**config.mk**
```make
export PLATFORM = sky130hd
export DESIGN_NAME = booth_iter_mul
export DESIGN_NICKNAME = d
export VERILOG_FILES = /design/src/rtl/booth_mul_pkg.sv /design/src/rtl/booth_mul_recode.sv /design/src/rtl/booth_mul_addend.sv /design/src/rtl/booth_iter_mul.sv
export SDC_FILE = /design/constraint.sdc
export NUM_CORES = 1
export LEC_CHECK = 0
export ABC_AREA = 1
export BUFFER_PORTS_ARGS = -buffer_cell sky130_fd_sc_hd__buf_4
export CORE_MARGIN = 3
export CORE_UTILIZATION = 49
export DETAILED_ROUTE_END_ITERATION = 10
export PLACE_DENSITY = 0.73
export SYNTH_ARGS = -nofsm -noshare
export SYNTH_HDL_FRONTEND = slang
export SYNTH_HIERARCHICAL = 1
export SYNTH_SLANG_ARGS = --single-unit
export TNS_END_PERCENT = 1
```
**constraint.sdc**
```tcl
create_clock -name clk -period 3.3 [get_ports clk]
set_input_delay 0.66 -clock clk [delete_from_list [all_inputs] [get_ports clk]]
set_output_delay 0.66 -clock clk [all_outputs]
set_load 0.01 [all_outputs]
```
**src/rtl/booth_mul_pkg.sv**
```systemverilog
package booth_mul_pkg;

  typedef enum logic [1:0] {
    ST_IDLE  = 2'd0,
    ST_SETUP = 2'd1,
    ST_RUN   = 2'd2
  } mul_state_e;

  // One radix-4 Booth digit: magnitude one or two, optionally negated.
  typedef struct packed {
    logic neg;
    logic one;
    logic two;
  } booth_dig_t;

endpackage

```
**src/rtl/booth_mul_recode.sv**
```systemverilog
module booth_mul_recode
  import booth_mul_pkg::*;
(
  input  logic [2:0] tri_bits,   // {b(2k+1), b(2k), b(2k-1)}
  output booth_dig_t dig
);

  always_comb begin
    dig = '0;
    unique case (tri_bits)
      3'b000, 3'b111: dig = '0;
      3'b001, 3'b010: dig.one = 1'b1;
      3'b011:         dig.two = 1'b1;
      3'b100:         begin dig.two = 1'b1; dig.neg = 1'b1; end
      3'b101, 3'b110: begin dig.one = 1'b1; dig.neg = 1'b1; end
      default:        dig = '0;
    endcase
  end

endmodule

```
**src/rtl/booth_mul_addend.sv**
```systemverilog
module booth_mul_addend
  import booth_mul_pkg::*;
#(
  parameter int W = 32
) (
  input  logic [W-1:0] mcand,
  input  booth_dig_t   dig,
  output logic [W-1:0] addend,
  output logic         carry_in
);

  logic [W-1:0] mag;

  always_comb begin
    if (dig.two)      mag = {mcand[W-2:0], 1'b0};
    else if (dig.one) mag = mcand;
    else              mag = '0;
    // Negation as one's complement here plus a carry into the adder.
    addend   = dig.neg ? ~mag : mag;
    carry_in = dig.neg;
  end

endmodule

```
**src/rtl/booth_iter_mul.sv**
```systemverilog
module booth_iter_mul
  import booth_mul_pkg::*;
#(
  parameter int W = 32
) (
  input  logic         clk,
  input  logic         rst_n,
  input  logic         start,
  input  logic [W-1:0] op_m,
  input  logic [W-1:0] op_s,
  input  logic [W-1:0] op_n,
  input  logic         acc_en,
  input  logic         flag_en,
  output logic         busy,
  output logic         done,
  output logic [W-1:0] result,
  output logic         flag_n,
  output logic         flag_z
);

  localparam int PAIRS = W / 2;
  localparam int CW    = $clog2(PAIRS + 1);
  localparam logic [CW-1:0] LAST_CNT = CW'(PAIRS - 1);

  mul_state_e   state;
  logic [W-1:0] acc;
  logic [W-1:0] mc;
  logic [W:0]   mr;        // remaining multiplier bits, bit 0 = last examined bit
  logic [CW-1:0] cnt;
  logic         fl_q;
  logic [W-1:0] res_q;
  logic         done_q;
  logic         fn_q, fz_q;

  booth_dig_t   dig;
  logic [W-1:0] addend;
  logic         cin;
  logic [W-1:0] acc_sum;
  logic [W:0]   mr_nxt;
  logic         last_pair;

  booth_mul_recode u_recode (
    .tri_bits (mr[2:0]),
    .dig      (dig)
  );

  booth_mul_addend #(.W(W)) u_addend (
    .mcand    (mc),
    .dig      (dig),
    .addend   (addend),
    .carry_in (cin)
  );

  always_comb begin
    acc_sum   = acc + addend + {{(W-1){1'b0}}, cin};
    mr_nxt    = mr >> 2;
    last_pair = (mr_nxt == '0) || (cnt == LAST_CNT);
  end

  always_ff @(posedge clk or negedge rst_n) begin
    if (!rst_n) begin
      state  <= ST_IDLE;
      acc    <= '0;
      mc     <= '0;
      mr     <= '0;
      cnt    <= '0;
      fl_q   <= 1'b0;
      res_q  <= '0;
      done_q <= 1'b0;
      fn_q   <= 1'b0;
      fz_q   <= 1'b0;
    end else begin
      done_q <= 1'b0;
      unique case (state)
        ST_IDLE: begin
          if (start) begin
            acc   <= acc_en ? op_n : '0;   // addend seeds the partial sum
            mc    <= op_m;
            mr    <= {op_s, 1'b0};
            cnt   <= '0;
            fl_q  <= flag_en;
            state <= ST_SETUP;
          end
        end
        ST_SETUP: begin
          if (mr == '0) begin
            res_q  <= acc;
            done_q <= 1'b1;
            if (fl_q) begin
              fn_q <= acc[W-1];
              fz_q <= (acc == '0);
            end
            state <= ST_IDLE;
          end else begin
            state <= ST_RUN;
          end
        end
        ST_RUN: begin
          acc <= acc_sum;
          mc  <= {mc[W-3:0], 2'b00};
          mr  <= mr_nxt;
          cnt <= cnt + 1'b1;
          if (last_pair) begin
            res_q  <= acc_sum;
            done_q <= 1'b1;
            if (fl_q) begin
              fn_q <= acc_sum[W-1];
              fz_q <= (acc_sum == '0);
            end
            state <= ST_IDLE;
          end
        end
        default: state <= ST_IDLE;
      endcase
    end
  end

  assign busy   = (state != ST_IDLE);
  assign done   = done_q;
  assign result = res_q;
  assign flag_n = fn_q;
  assign flag_z = fz_q;

  // Assertions
  p_done_single_r3: assert property (@(posedge clk) disable iff (!rst_n)
    done |=> !done);

  p_done_not_busy_r3: assert property (@(posedge clk) disable iff (!rst_n)
    !(done && busy));

  p_result_hold_r7: assert property (@(posedge clk) disable iff (!rst_n)
    !done |-> $stable(result));

  p_flags_hold_r6: assert property (@(posedge clk) disable iff (!rst_n)
    (!done || !fl_q) |-> $stable({flag_n, flag_z}));

  p_flags_match_r5: assert property (@(posedge clk) disable iff (!rst_n)
    (done && fl_q) |-> ((flag_z == (result == '0)) && (flag_n == result[W-1])));

  p_digit_bound_r2: assert property (@(posedge clk) disable iff (!rst_n)
    (state == ST_RUN) |-> (cnt < CW'(PAIRS)));

  p_launch_busy_r2: assert property (@(posedge clk) disable iff (!rst_n)
    (!busy && start) |=> busy);

  p_digit_legal_r1: assert property (@(posedge clk) disable iff (!rst_n)
    $onehot0({dig.one, dig.two}));

endmodule

```
======== Word-level counts from Yosys, hierarchy flattened ========
Index checks and enable logic that the tools add are counted.
Widths: inputs -> output; s select.
word-level totals
  register bits ........................... 140
  output and inout port bits .............. 36
  logic and storage cells ................. 80
cells by class
  $add $sub $neg .......................... 3
  equal/unequal tests ..................... 14
  muxes and demuxes ....................... 35
  bitwise logic cells ..................... 1
  reductions and logical operators ........ 17
operator list
  operator             count
  $mux 32              8
  $pmux 32 s2          3
  $logic_not 33->1     2
  $pmux 33 s2          1
  $logic_not 32->1     2
  $mux 33              1
  $add 32x1->32        1
  $add 32x32->32       1
  $not 32->32          1
  $mux 1               13
  $ne 2x2->1 const B   5
  $pmux 5 s2           1
  $eq 3x3->1 const B   3
  $eq 3x2->1 const B   2
  $mux 2               3
  $pmux 1 s2           3
  $pmux 2 s3           1
  $reduce_and 2->1     3
  $reduce_bool 2->1    3
  $add 5x1->5 const B  1
  $eq 5x4->1 const B   1
  $mux 5               1
  $reduce_and 5->1     1
  $reduce_or 4->1      1
  other kinds (8)      8

======== Longest topological paths before layout ========
  word-level depth ........................ 13
  mapped depth ............................ 28
  mapped depth without buffers ............ 25

======== Hierarchy ========
Netlist, hierarchy kept.
by module, submodules not included
  module            instances  cells each  area an instance (um2)  sequential area each (um2)
  booth_iter_mul    1          1292        8974.9                  3503.4
  booth_mul_addend  1          212         1136.1                  0.0
  booth_mul_recode  1          9           37.5                    0.0

======== Worst setup path before layout ========
No wires, ideal clock.
  path type ............................... register -> register
  start point ............................. reg mr[0]
  end point ............................... reg fz_q, in the netlist flag_z
  setup time .............................. 0.077 ns
  arrival time ............................ 3.076 ns
  required time ........................... 3.223 ns
  path slack .............................. 0.146 ns
  stages on the path, launching flop included .. 26
  buffers on the path ..................... 0
  cell sequence ........................... dfrtp_1 -> nand2_1 -> inv_1 -> nor2_1 -> inv_1 -> nor2_1 -> nand2_1 -> nand2_1 -> nand2_1 -> fa_1 -> fa_1 -> nand2_1 -> nand2_1 -> nand3_1 -> nand2_1 -> nand2_1 -> nand2_1 -> nand2_1 -> nand2_1 -> nand2_1 -> nand2_1 -> inv_1 -> nand3_1 -> nor2_1 -> nand3_1 -> a21oi_1
RTL lines
  element                 line                   RTL
  start, declared         booth_iter_mul.sv:28   logic [W:0] mr;
  start signal, assigned  booth_iter_mul.sv:79   mr <= {op_s, 1'b0};
  start signal, assigned  booth_iter_mul.sv:101  mr <= mr_nxt;
  end signal, assigned    booth_iter_mul.sv:91   fz_q <= (acc == '0);
  end signal, assigned    booth_iter_mul.sv:108  fz_q <= (acc_sum == '0);
  end, declared           booth_iter_mul.sv:33   logic fn_q, fz_q;

==> summary.md <==
| Metric | Value |
|---|---|
| Status | finished, final reports clean |
| Row count | 52 |
| Worst path slowest cell | dfrtp_2 |
| Ranking of synthesized cells by area | dfrtp_1 35%, nand2_1 21%, nor2_1 5.4%, inv_1 5.3%, a21oi_1 4.8% |
| Clock Latency Late Sink | 430 ps |
| Cell taking the most area after synthesis | dfrtp_1 |
| Initial Utilization | 0.500 |
| Placed insts | 1,918 |
| Largest net degree at the start of global routing | 150 |
| Final period util | 0.985 |
| Skew final | 11.2 ps |
| Critical path's most frequent cell | nand2_1 |
| Vias/cell | 5.43 |
| CTS Hold Bufs | 0 |
| Fin. max-slew vios | 0 |
| Final setup margin | 49.2 ps |
| Clock Tree Buf Depth | 2 |
| Crit path arrival time | 3600 ps |
| Layout area overhead | 29.6% |
| Synthesized Nets | 1,651 |
| Die Ht | 150 microns |
| Post-Route WL | 32,100 microns |
| Die W | 150 microns |
| Synthesized flop and latch total | 140 |
| Most frequent cells after synthesis | 562 x nand2_1, 146 x nor2_1, 142 x inv_1, 140 x dfrtp_1, 98 x a21oi_1 |
| Nets@finish | 1,823 |
| Syn_area_per_cell | 6.71 sq um |
| Drt initial violations | 752 |
| Syn. warnings | 6 |
| Hold WS | 226 ps |
| Hold Crit Class | in2async |
| GR Util met1 | 0.342 |
| Maximum fanout along the worst path | 8 |
| Hold Fails Final Rpt | 0 |
| CP cell instances | nand2_1 > inv_1 > nor2_4 > buf_12 > clkbuf_16 > nand3_2 > nand3_1 > nand2_2 > ha_4 > nand2_1 > nor2_2 > inv_2 > nor3_4 > nand3_2 > nand4_1 > nand2_2 > nor2_1 > nand2_1 > nor2_2 > nand3_1 > a21oi_1 |
| RSZ-0062 raised after global routing | yes |
| Most common cell in the netlist | nand2_1 |
| Final setup fails | 0 |
| Met2 Use GR | 0.480 |
| First-pass GRT wire length | 49,400 microns |
| CP Launch Type | flop |
| Fin crit period | 3250 ps |
| Critical Path Max Stage Delay | 450 ps |
| Wire per inst | 16.3 microns |
| Post-synth EDFFs | 0 |
| Synth Flop Type | dfrtp_1 |
| Vias in the first global route | 10,100 |
| Share of cells above drive strength 1 | 0.240 |
| N_diodes | 0 |
| Met3 GRT Util | 0.0376 |
| Grt total ovfl | 0 |
| Fraction of registers with async set/reset | 1.00 |
| DRC Markers | 0 |
| Worst-path clk slew | 60 ps |
| Io pins | 137 |
| Core area | 20,300 sq um |
| DRT Pass-1 Iters | 6 |
| Sequential fraction of the synthesis area | 0.345 |
| Distinct cells, synth | 41 |
| GP Congestion | 0.952 |
| CTS Buf Count | 17 |
| Cells after Synth | 1,513 |
| Achievable frequency | 308 MHz |
| Filler cells | 1,885 |
| Max-capacitance violation count | 0 |
| Crit end category | flop |
| Setup slack at placement | -198 ps |
| Port Buffer Count | 136 |
| Critical path class | reg2reg |
| Post-DRT Antenna Nets | 0 |
| Most used routing layer | met2 |
| Initial antenna violation count | 0 |
| Area share of the largest cell type after synthesis | 0.345 |
| Slew @ Worst Pin | 1130 ps |
| Via Count | 10,700 |
| Area of the die | 22,500 sq um |
| Synthesized cell area | 10,100 sq um |
| Dpl hpwl | 22,800 microns |
| CTS tree | done |
| CTS Sinks | 140 |
| H-Tree Depth | 4 |
| Worst path required time | 3650 ps |
| CTS Root Cell | clkbuf_16 |
| Post-Layout Cell Count | 1,968 |
| Total track usage | 0.274 |
| Worst slew margin | 0.247 |
[sequential cells by signal, indices dropped and copies added, names as in the netlist]
register	cells
state	2
acc	32
done	1
result	32
cnt	5
fl_q	1
flag_n	1
flag_z	1
mc	32
mr	33
[per-layer routing]
layer	up-vias	part of all wire
li1	5294	-
met1	5004	0.42
met2	321	0.49
met3	72	0.044
met4	0	0.039
met5	-	0
[stage by stage]
stage | area [sq um] | setup TNS, ps | utilization
finish | 13200 | 0 | 0.648
global route | 13200 | -311 | 0.648
CTS | 12400 | 0 | 0.608
detailed placement | 11700 | -198 | 0.577
global placement | 11700 | -122 | 0.577
floorplan | 10100 | 0 | -
[cells by family after synthesis]
group / share of synthesized area
AND/OR/NAND/NOR: 0.379
AO/OA/AOI/OAI: 0.130
buffers and inverters: 0.0954
flip-flops: 0.345
adder cells (fa/ha/maj): 0.0471
XOR/XNOR: 0.00345
[what timing repair did]
item | CTS | global route
resized for setup | 6 | 116
cloned | 0 | 7
setup buffers | 1 | 10
pin swaps | 1 | 22
setup endpoints to repair | 7 | 33
[critical path, delay by kind of cell (launching register included)]
| family | cells | cell delay (ps) |
|---|---|---|
| AND/OR/NAND/NOR | 15 | 1860 |
| flip-flops | 1 | 450 |
| buffers and inverters | 4 | 450 |
| adder cells (fa/ha/maj) | 1 | 290 |
| AO/OA/AOI/OAI | 1 | 120 |
[placed cells by master (no fill, tap or decap), types with 17 or more instances in the layout]
master / netlist / layout
a21oi_1: 98 / 93
a2bb2oi_1: 21 / 20
a31oi_1: 62 / 62
buf_4: 4 / 206
clkbuf_16: 0 / 20
dfrtp_1: 140 / 138
ha_4: 0 / 23
inv_1: 142 / 137
nand2_1: 562 / 530
nand2_2: 4 / 31
nand3_1: 95 / 87
nand3_2: 33 / 39
nor2_1: 146 / 128
nor2_2: 5 / 17
[path summary, 6_finish.rpt]
kind	endpoint	from	slack (ps)	depth (start not counted)
max	flag_z$_DFFE_PN0P_	mr[0]$_DFFE_PN0P_	50	21
min	mc[25]$_DFFE_PN0P_	rst_n	230	1
min reg2reg	result[8]$_DFFE_PN0P_	result[8]$_DFFE_PN0P_	480	2
min in group clk	mc[0]$_DFFE_PN0P_	op_m[0]	460	2
max reg2reg	flag_z$_DFFE_PN0P_	mr[0]$_DFFE_PN0P_	50	21
max in group asynchronous	mr[29]$_DFFE_PN0P_	rst_n	2290	2
[area by class of cell]
| cell class | count | area, sq um | share of cell area |
|---|---|---|---|
| sequential | 140 | 3510 | 0.266 |
| clock buffer | 19 | 433 | 0.0329 |
| inverter | 146 | 562 | 0.0427 |
| timing repair inverter | 2 | 17.5 | 0.00133 |
| tap | 270 | 338 | 0.0257 |
| timing repair buffer | 220 | 1820 | 0.139 |
| multi-input combinational | 1158 | 6300 | 0.479 |
| clock inverter | 13 | 179 | 0.0136 |
Power is left out: the tool's default activity adds up to more than one toggle a clock period on the data nets, which glitch-free logic cannot reach.
